==> src/rtl/vr_pkg.sv <==
package vr_pkg;
  // Per-way class tag stored beside the address tag.
  typedef enum logic [1:0] {
    CLS_INV       = 2'd0,
    CLS_HOME_UNSH = 2'd1,
    CLS_HOME_SH   = 2'd2,
    CLS_REPLICA   = 2'd3
  } line_cls_e;

  typedef enum logic [1:0] {
    ST_IDLE = 2'd0,
    ST_REQ  = 2'd1,
    ST_WAIT = 2'd2
  } miss_st_e;
endpackage

==> src/rtl/vr_tag_match.sv <==
module vr_tag_match #(
  parameter int WAYS  = 4,
  parameter int TAG_W = 14,
  localparam int WAY_W = $clog2(WAYS)
) (
  input  logic [WAYS-1:0][TAG_W-1:0] row_tags,
  input  logic [WAYS-1:0][1:0]       row_cls,
  input  logic [TAG_W-1:0]           tag,
  output logic                       hit,
  output logic [WAY_W-1:0]           hit_way
);
  logic [WAYS-1:0] match;

  for (genvar w = 0; w < WAYS; w++) begin : g_cmp
    assign match[w] = (row_cls[w] != vr_pkg::CLS_INV) && (row_tags[w] == tag);
  end

  always_comb begin
    hit     = 1'b0;
    hit_way = '0;
    for (int w = WAYS - 1; w >= 0; w--) begin
      if (match[w]) begin
        hit     = 1'b1;
        hit_way = WAY_W'(w);
      end
    end
  end
endmodule

==> src/rtl/vr_victim_pick.sv <==
module vr_victim_pick #(
  parameter int WAYS = 4,
  localparam int WAY_W = $clog2(WAYS)
) (
  input  logic [WAYS-1:0][1:0]       row_cls,
  input  logic [WAYS-1:0][WAY_W-1:0] row_age,
  input  logic                       allow_shared,
  output logic                       found,
  output logic [WAY_W-1:0]           way
);
  import vr_pkg::*;

  // Lower rank is replaced first; rank 4 marks a way that may not be taken.
  function automatic logic [2:0] cls_rank(input logic [1:0] c, input logic sh_ok);
    case (c)
      CLS_INV:       cls_rank = 3'd0;
      CLS_REPLICA:   cls_rank = 3'd1;
      CLS_HOME_UNSH: cls_rank = 3'd2;
      default:       cls_rank = sh_ok ? 3'd3 : 3'd4;
    endcase
  endfunction

  always_comb begin
    logic [2:0]       best_rank;
    logic [WAY_W-1:0] best_age;
    logic [2:0]       r;
    found     = 1'b0;
    way       = '0;
    best_rank = 3'd4;
    best_age  = '0;
    for (int w = 0; w < WAYS; w++) begin
      r = cls_rank(row_cls[w], allow_shared);
      if (r != 3'd4 && (!found || r < best_rank ||
                        (r == best_rank && row_age[w] > best_age))) begin
        found     = 1'b1;
        way       = WAY_W'(w);
        best_rank = r;
        best_age  = row_age[w];
      end
    end
  end
endmodule

==> src/rtl/vr_lru_touch.sv <==
module vr_lru_touch #(
  parameter int WAYS = 4,
  localparam int WAY_W = $clog2(WAYS)
) (
  input  logic [WAYS-1:0][WAY_W-1:0] ages_in,
  input  logic [WAY_W-1:0]           way,
  output logic [WAYS-1:0][WAY_W-1:0] ages_out
);
  // Ages form a permutation; the touched way becomes 0 (most recent).
  for (genvar w = 0; w < WAYS; w++) begin : g_age
    assign ages_out[w] = (WAY_W'(w) == way) ? '0 :
                         (ages_in[w] < ages_in[way]) ? ages_in[w] + WAY_W'(1) :
                         ages_in[w];
  end
endmodule

==> src/rtl/vr_slice_ctrl.sv <==
module vr_slice_ctrl #(
  parameter int ADDR_W   = 16,
  parameter int DATA_W   = 32,
  parameter int SETS     = 4,
  parameter int WAYS     = 4,
  parameter int SLICE_W  = 2,
  parameter int LOCAL_ID = 0,
  localparam int SET_W = $clog2(SETS),
  localparam int WAY_W = $clog2(WAYS),
  localparam int TAG_W = ADDR_W - SET_W
) (
  input  logic               clk,
  input  logic               rst_n,
  input  logic               evict_valid,
  output logic               evict_ready,
  input  logic [ADDR_W-1:0]  evict_addr,
  input  logic [DATA_W-1:0]  evict_data,
  input  logic               home_wr_valid,
  output logic               home_wr_ready,
  input  logic [ADDR_W-1:0]  home_wr_addr,
  input  logic [DATA_W-1:0]  home_wr_data,
  input  logic               home_wr_shared,
  input  logic               inv_valid,
  input  logic [ADDR_W-1:0]  inv_addr,
  input  logic               miss_valid,
  output logic               miss_ready,
  input  logic [ADDR_W-1:0]  miss_addr,
  output logic               resp_valid,
  output logic [DATA_W-1:0]  resp_data,
  output logic               replica_hit,
  output logic               rem_req_valid,
  input  logic               rem_req_ready,
  output logic [ADDR_W-1:0]  rem_req_addr,
  output logic [SLICE_W-1:0] rem_req_home,
  input  logic               rem_rsp_valid,
  input  logic [DATA_W-1:0]  rem_rsp_data,
  output logic               l1_inv_valid,
  output logic [ADDR_W-1:0]  l1_inv_addr
);
  import vr_pkg::*;

  logic [SETS-1:0][WAYS-1:0][TAG_W-1:0]  tag_q;
  logic [SETS-1:0][WAYS-1:0][1:0]        cls_q;
  logic [SETS-1:0][WAYS-1:0][WAY_W-1:0]  age_q;
  logic [SETS-1:0][WAYS-1:0][DATA_W-1:0] data_q;

  miss_st_e          st_q;
  logic [ADDR_W-1:0] req_addr_q;

  // Port arbitration: invalidation > home install > eviction > miss.
  logic op_inv, op_home, op_evict, op_miss;
  assign home_wr_ready = !inv_valid;
  assign evict_ready   = !inv_valid && !home_wr_valid;
  assign miss_ready    = (st_q == ST_IDLE) && !inv_valid && !home_wr_valid && !evict_valid;
  assign op_inv   = inv_valid;
  assign op_home  = home_wr_valid && home_wr_ready;
  assign op_evict = evict_valid && evict_ready;
  assign op_miss  = miss_valid && miss_ready;

  logic [ADDR_W-1:0]  a_addr;
  logic [SET_W-1:0]   a_set;
  logic [TAG_W-1:0]   a_tag;
  logic               a_local;
  always_comb begin
    if (op_inv)        a_addr = inv_addr;
    else if (op_home)  a_addr = home_wr_addr;
    else if (op_evict) a_addr = evict_addr;
    else               a_addr = miss_addr;
  end
  assign a_set   = a_addr[SET_W-1:0];
  assign a_tag   = a_addr[ADDR_W-1:SET_W];
  assign a_local = (a_addr[SET_W +: SLICE_W] == SLICE_W'(LOCAL_ID));

  logic             lookup_hit;
  logic [WAY_W-1:0] hit_way;
  logic             v_found;
  logic [WAY_W-1:0] v_way;
  logic [WAYS-1:0][WAY_W-1:0] ages_next;
  logic [WAY_W-1:0] touch_way;

  vr_tag_match #(.WAYS(WAYS), .TAG_W(TAG_W)) u_match (
    .row_tags (tag_q[a_set]),
    .row_cls  (cls_q[a_set]),
    .tag      (a_tag),
    .hit      (lookup_hit),
    .hit_way  (hit_way)
  );

  vr_victim_pick #(.WAYS(WAYS)) u_victim (
    .row_cls      (cls_q[a_set]),
    .row_age      (age_q[a_set]),
    .allow_shared (op_home),
    .found        (v_found),
    .way          (v_way)
  );

  vr_lru_touch #(.WAYS(WAYS)) u_lru (
    .ages_in  (age_q[a_set]),
    .way      (touch_way),
    .ages_out (ages_next)
  );

  // Array write decision.
  logic              wr_en, wr_tag_en, wr_data_en, touch_en;
  logic [WAY_W-1:0]  wr_way;
  logic [1:0]        wr_cls;
  logic [1:0]        old_cls;
  logic [1:0]        hit_cls;
  logic [DATA_W-1:0] wr_data;

  assign hit_cls = cls_q[a_set][hit_way];
  assign wr_data = op_home ? home_wr_data : evict_data;

  always_comb begin
    wr_en      = 1'b0;
    wr_tag_en  = 1'b0;
    wr_data_en = 1'b0;
    touch_en   = 1'b0;
    wr_way     = hit_way;
    wr_cls     = hit_cls;
    if (op_inv) begin
      if (lookup_hit && hit_cls == CLS_REPLICA) begin
        wr_en  = 1'b1;
        wr_cls = CLS_INV;
      end
    end else if (op_home) begin
      if (a_local) begin
        wr_en      = 1'b1;
        wr_tag_en  = 1'b1;
        wr_data_en = 1'b1;
        touch_en   = 1'b1;
        wr_way     = lookup_hit ? hit_way : v_way;
        wr_cls     = home_wr_shared ? CLS_HOME_SH : CLS_HOME_UNSH;
      end
    end else if (op_evict) begin
      if (lookup_hit) begin
        wr_en      = 1'b1;
        wr_data_en = 1'b1;
        touch_en   = 1'b1;
      end else if (!a_local && v_found) begin
        wr_en      = 1'b1;
        wr_tag_en  = 1'b1;
        wr_data_en = 1'b1;
        touch_en   = 1'b1;
        wr_way     = v_way;
        wr_cls     = CLS_REPLICA;
      end
    end else if (op_miss && lookup_hit) begin
      touch_en = 1'b1;
    end
  end

  assign old_cls   = cls_q[a_set][wr_way];
  assign touch_way = wr_en ? wr_way : hit_way;

  always_ff @(posedge clk or negedge rst_n) begin
    if (!rst_n) begin
      for (int s = 0; s < SETS; s++) begin
        for (int w = 0; w < WAYS; w++) begin
          cls_q[s][w] <= CLS_INV;
          age_q[s][w] <= WAY_W'(w);
        end
      end
    end else begin
      if (wr_en) cls_q[a_set][wr_way] <= wr_cls;
      if (touch_en) age_q[a_set] <= ages_next;
    end
  end

  always_ff @(posedge clk) begin
    if (wr_en && wr_tag_en)  tag_q[a_set][wr_way]  <= a_tag;
    if (wr_en && wr_data_en) data_q[a_set][wr_way] <= wr_data;
  end

  // Miss sequencing and responses.
  always_ff @(posedge clk or negedge rst_n) begin
    if (!rst_n) begin
      st_q         <= ST_IDLE;
      req_addr_q   <= '0;
      resp_valid   <= 1'b0;
      resp_data    <= '0;
      replica_hit  <= 1'b0;
      l1_inv_valid <= 1'b0;
      l1_inv_addr  <= '0;
    end else begin
      resp_valid   <= 1'b0;
      replica_hit  <= 1'b0;
      l1_inv_valid <= inv_valid;
      if (inv_valid) l1_inv_addr <= inv_addr;
      case (st_q)
        ST_IDLE: begin
          if (op_miss) begin
            if (lookup_hit) begin
              resp_valid  <= 1'b1;
              resp_data   <= data_q[a_set][hit_way];
              replica_hit <= (hit_cls == CLS_REPLICA);
            end else begin
              st_q       <= ST_REQ;
              req_addr_q <= miss_addr;
            end
          end
        end
        ST_REQ:  if (rem_req_ready) st_q <= ST_WAIT;
        ST_WAIT: begin
          if (rem_rsp_valid) begin
            resp_valid <= 1'b1;
            resp_data  <= rem_rsp_data;
            st_q       <= ST_IDLE;
          end
        end
        default: st_q <= ST_IDLE;
      endcase
    end
  end

  assign rem_req_valid = (st_q == ST_REQ);
  assign rem_req_addr  = req_addr_q;
  assign rem_req_home  = req_addr_q[SET_W +: SLICE_W];
endmodule

==> config.mk <==
export PLATFORM = sky130hd
export DESIGN_NAME = vr_slice_ctrl
export DESIGN_NICKNAME = d
export VERILOG_FILES = /design/src/rtl/vr_pkg.sv /design/src/rtl/vr_tag_match.sv /design/src/rtl/vr_victim_pick.sv /design/src/rtl/vr_lru_touch.sv /design/src/rtl/vr_slice_ctrl.sv
export SDC_FILE = /design/constraint.sdc
export NUM_CORES = 1
export LEC_CHECK = 0
export ABC_AREA = 1
export BUFFER_PORTS_ARGS = -buffer_cell sky130_fd_sc_hd__buf_2
export CORE_MARGIN = 5
export CORE_UTILIZATION = 45
export DETAILED_ROUTE_END_ITERATION = 6
export PLACE_DENSITY = 0.62
export SKIP_CTS_REPAIR_TIMING = 1
export SLEW_MARGIN = 20
export SYNTH_ARGS = -nofsm -noshare
export SYNTH_HDL_FRONTEND = slang
export SYNTH_SLANG_ARGS = --single-unit
==> constraint.sdc <==
create_clock -name clk -period 16.9 [get_ports clk]
set_clock_uncertainty 0.2 [all_clocks]
set_input_delay 2.535 -clock clk [delete_from_list [all_inputs] [get_ports clk]]
set_output_delay 2.535 -clock clk [all_outputs]
set_load 0.01 [all_outputs]
==> key figures <==
Hold path
  – Hold_sp: age_q[22]$_DFFE_PN1P_
  – HP Class: flop to flop

CTS
  – Root buf cell: clkbuf_16
  – CTS buffer count: 90
  – Clock latency on the worst-skew pair: roughly 670 ps
  – CTS sink count: just under 900
  – CTS H-tree depth: 3
  – Clock buffer depth: 3
  – TritonCTS clock tree: done
  – Clock transition at the registers of the reported paths: ~60 ps

Worst setup path
  – Reg2reg path depth: 32
  – Most used cell, CP: nand2_1
  – Largest delay share family, worst path: simple AND/OR/NAND/NOR gates
  – Critical path peak fanout: about 70
  – Bufs and invs on worst path: 7
  – Slowest Stage Delay on Critical Path: between 600 and 700 ps
  – Endpoint class of the critical path: flop
  – Reg2Reg Setup Slack: slightly below 10000 ps
  – Worst path arrival time: 11570 ps
  – Stages on the worst setup path: 40
  – CP max stage cell: nor2_2
  – Crit path kind: primary input to flop
  – Crit path launch: inv_valid
  – RR Startpoint: age_q[19]$_DFFE_PN0P_
  – R2r endpoint: tag_q[5]$_DFFE_PP_
  – Critical Path RT: between 15000 and 20000 ps
  – Startpoint types: primary input
  – Capture point of the critical path: tag_q[5]$_DFFE_PP_

Detailed routing
  – DR WL met2: 49.1 mm
  – Drt total wl: ~110 mm
  – Wl on met1: 45.6 mm
  – Initial drt markers: 2700
  – DRT Pass-1 Iters: 5
  – DRC: 0
  – Top sig layer: met5
  – Antenna Violating Nets Remaining: 0
  – WL met3: 8.94 mm
  – Vias: roughly 27000
  – Vias/cell: 5.57
  – Wire per inst: around 22 um

Global routing
  – Vias in the first global route: 26100
  – Gr ovfl total: 0
  – First-pass GRT wire length: around 160 mm
  – GRT Overall Usage: a little under a quarter
  – Initial antenna violation count: 2
  – Largest net degree at the start of global routing: approximately 140

Timing
  – Tmin final: about 12000 ps
  – Worst Max-Slew Pin Slew: around 1100 ps
  – Relative slew slack: 29.5%
  – Final Slew Violations: 0
  – Fmax: approximately 87 MHz
  – Post-route clock period utilization: between 60% and 70%
  – Setup TNS: 0 ps
  – RSZ-0062 raised after global routing: no
  – Final Hold Viols: 0
  – Worst setup slack after layout: roughly 5400 ps
  – Final Setup Violations: 0

Yosys
  – Post-Syn Area per Cell: between 10 and 15 sq um
  – FFs w/ async S/R, synth: 15.3%
  – Cell Area, Synth: between 30000 and 40000 sq um
  – Top FF cell, synth: edfxtp_1
  – Sequential share of the synthesized area: 67.8%
  – Synth top area share: between 50% and 60%
  – #FFs+latches synth: roughly 870
  – Number of enable flip-flop cells after synthesis: 736
  – Synthesized Nets: 3658
  – Yosys warns: 0
  – Top cells by area, synth: edfxtp_1 (59%), nand2_1 (13%), dfrtp_1 (7.8%)
  – Syn Inst Count: 3474
  – Post-synth top area cell: edfxtp_1
  – Post-synthesis cell type count: 51

Place
  – Placed insts: about 4700
  – GP Congestion: approximately 0.94
  – DP HPWL: around 62 mm
  – Port Buf Inserts: 241
  – Pre-CTS setup slack: about 4600 ps

Finish
  – Final std cells w/o fill: roughly 4800
  – Most common cell after layout, fill and taps aside: nand2_1
  – Layout cells sized above 1: 13.9%
  – Commonest cells after routing, fill and taps aside: nand2_1 (1266), edfxtp_1 (736), nand3_1 (327)
  – Nets: between 3000 and 4000
  – FILL cells: around 7300
  – Area Overhead vs Synth: 14.0%
  – Antenna cell count: 0

Power
  – Clk network pwr share: 31.6%
  – Net Switching: ~0.0019 W
  – Cell area power density: between 100 and 150 nW/um^2
  – Worst vdd ir: roughly 0.086 mV
  – Sw Share: around 32%
  – Cell Int Power: 0.00407 W
  – Leak pwr: about 17 nW
  – Flop pwr share: between 40% and 50%
  – Part of the power in combinational logic: 23.7%

Die
  – Rows: between 100 and 150
  – Core area: slightly above 80000 sq um
  – Die Y: between 200 and 300 um
  – Initial Util: between 40 and 50%
  – Die area: around 89000 sq um
  – Boundary Pins: between 200 and 250
  – Die W: approximately 300 um

Run
  – Max cap viols: 0

Status
  – Outcome: finished clean
[metrics by stage]
step / total power [W] / utilization [%] / area [sq um] / hold slack [ps]
after floorplan: 0.00365 / - / 37500 / 233
after global placement: 0.00411 / 48.0 / 39900 / 249
after detailed placement: 0.00413 / 48.0 / 39900 / 260
after CTS: 0.00602 / 51.4 / 42800 / 271
after global routing: 0.00630 / 51.4 / 42800 / 276
final: 0.00599 / 51.4 / 42800 / 271
[final cells by class]
class | count | area, sq um | area share [%]
flip-flops and latches | 869 | 25400 | 59.5
multi-input cells | 2297 | 10900 | 25.5
clock buffers | 124 | 2430 | 5.68
repair buffers | 305 | 1720 | 4.02
well taps | 1080 | 1350 | 3.16
inverters | 130 | 493 | 1.15
clock inverters | 41 | 409 | 0.956
[sequential cells by signal, indices dropped and copies added, names as in the netlist]
name          flops
cls_q            32
st_q              2
tag_q           224
data_q          512
resp_data        32
resp_valid        1
replica_hit       1
l1_inv_valid      1
age_q            32
rem_req_addr     16
l1_inv_addr      16
[how the worst min path moves through the flow]
stage,to,slack [ps],cells after the start
final,age_q[22]$_DFFE_PN1P_,270,2
after global routing,age_q[14]$_DFFE_PN1P_,280,2
after CTS,age_q[14]$_DFFE_PN1P_,270,2
after detailed placement,l1_inv_addr[0]$_DFFE_PN0P_,260,2
after global placement,l1_inv_addr[0]$_DFFE_PN0P_,250,2
after floorplan,cls_q[0]$_DFFE_PN0P_,230,2
[synth_stat cells (3+ instances only)]
| library cell | instances |
|---|---|
| nand2_1 | 1269 |
| edfxtp_1 | 736 |
| nand3_1 | 327 |
| nor2_1 | 134 |
| a22oi_1 | 133 |
| dfrtp_1 | 117 |
| inv_1 | 113 |
| nand4_1 | 96 |
| clkbuf_1 | 95 |
| a21oi_1 | 93 |
| o211ai_1 | 65 |
| o21ai_0 | 52 |
| buf_2 | 41 |
| o21ai_1 | 38 |
| buf_1 | 20 |
| dfstp_2 | 16 |
| ha_1 | 15 |
| inv_2 | 15 |
| buf_4 | 11 |
| buf_6 | 11 |
| a221oi_1 | 8 |
| nand2_2 | 8 |
| mux2_2 | 7 |
| a22o_1 | 5 |
| and2_1 | 5 |
| nor2_2 | 4 |
| nand2_4 | 3 |
| nand3b_1 | 3 |
| nor2_4 | 3 |
| o21a_1 | 3 |
[worst reg2reg max path, delay by kind of cell (launching register included)]
kind            cells  cell delay [ps]
flops               1              380
simple gates       10             1940
buf+inv             4              450
compound gates     15             2750
fa+ha+maj           3              980
[logic make-up (layout without fill, tap and decap cells)]
group / Yosys count / count (layout) / synth area share, %
mux: 7 / 7 / 0.210
buf+inv: 308 / 600 / 3.55
simple gates: 1860 / 1860 / 20.7
fa+ha+maj: 15 / 15 / 0.500
xor+xnor: 1 / 1 / 0.0233
flops: 869 / 869 / 67.8
compound gates: 414 / 414 / 7.20
[routing by layer]
layer	up-vias	track usage, %
met4	2	7.17
met2	1162	37.1
met3	172	4.04
met1	13000	33.0
met5	-	0
li1	12600	-
[power by group through the flow]
stage	sequential [W]	combinational, W	clock [W]
3_5_place_dp	0.00272	0.00141	0
2_1_floorplan	0.00273	0.000923	0
3_3_place_gp	0.00272	0.00140	0
6_report	0.00268	0.00142	0.00189
4_1_cts	0.00268	0.00142	0.00193
5_1_grt	0.00270	0.00158	0.00202
Power figures use the tool's default switching activity.
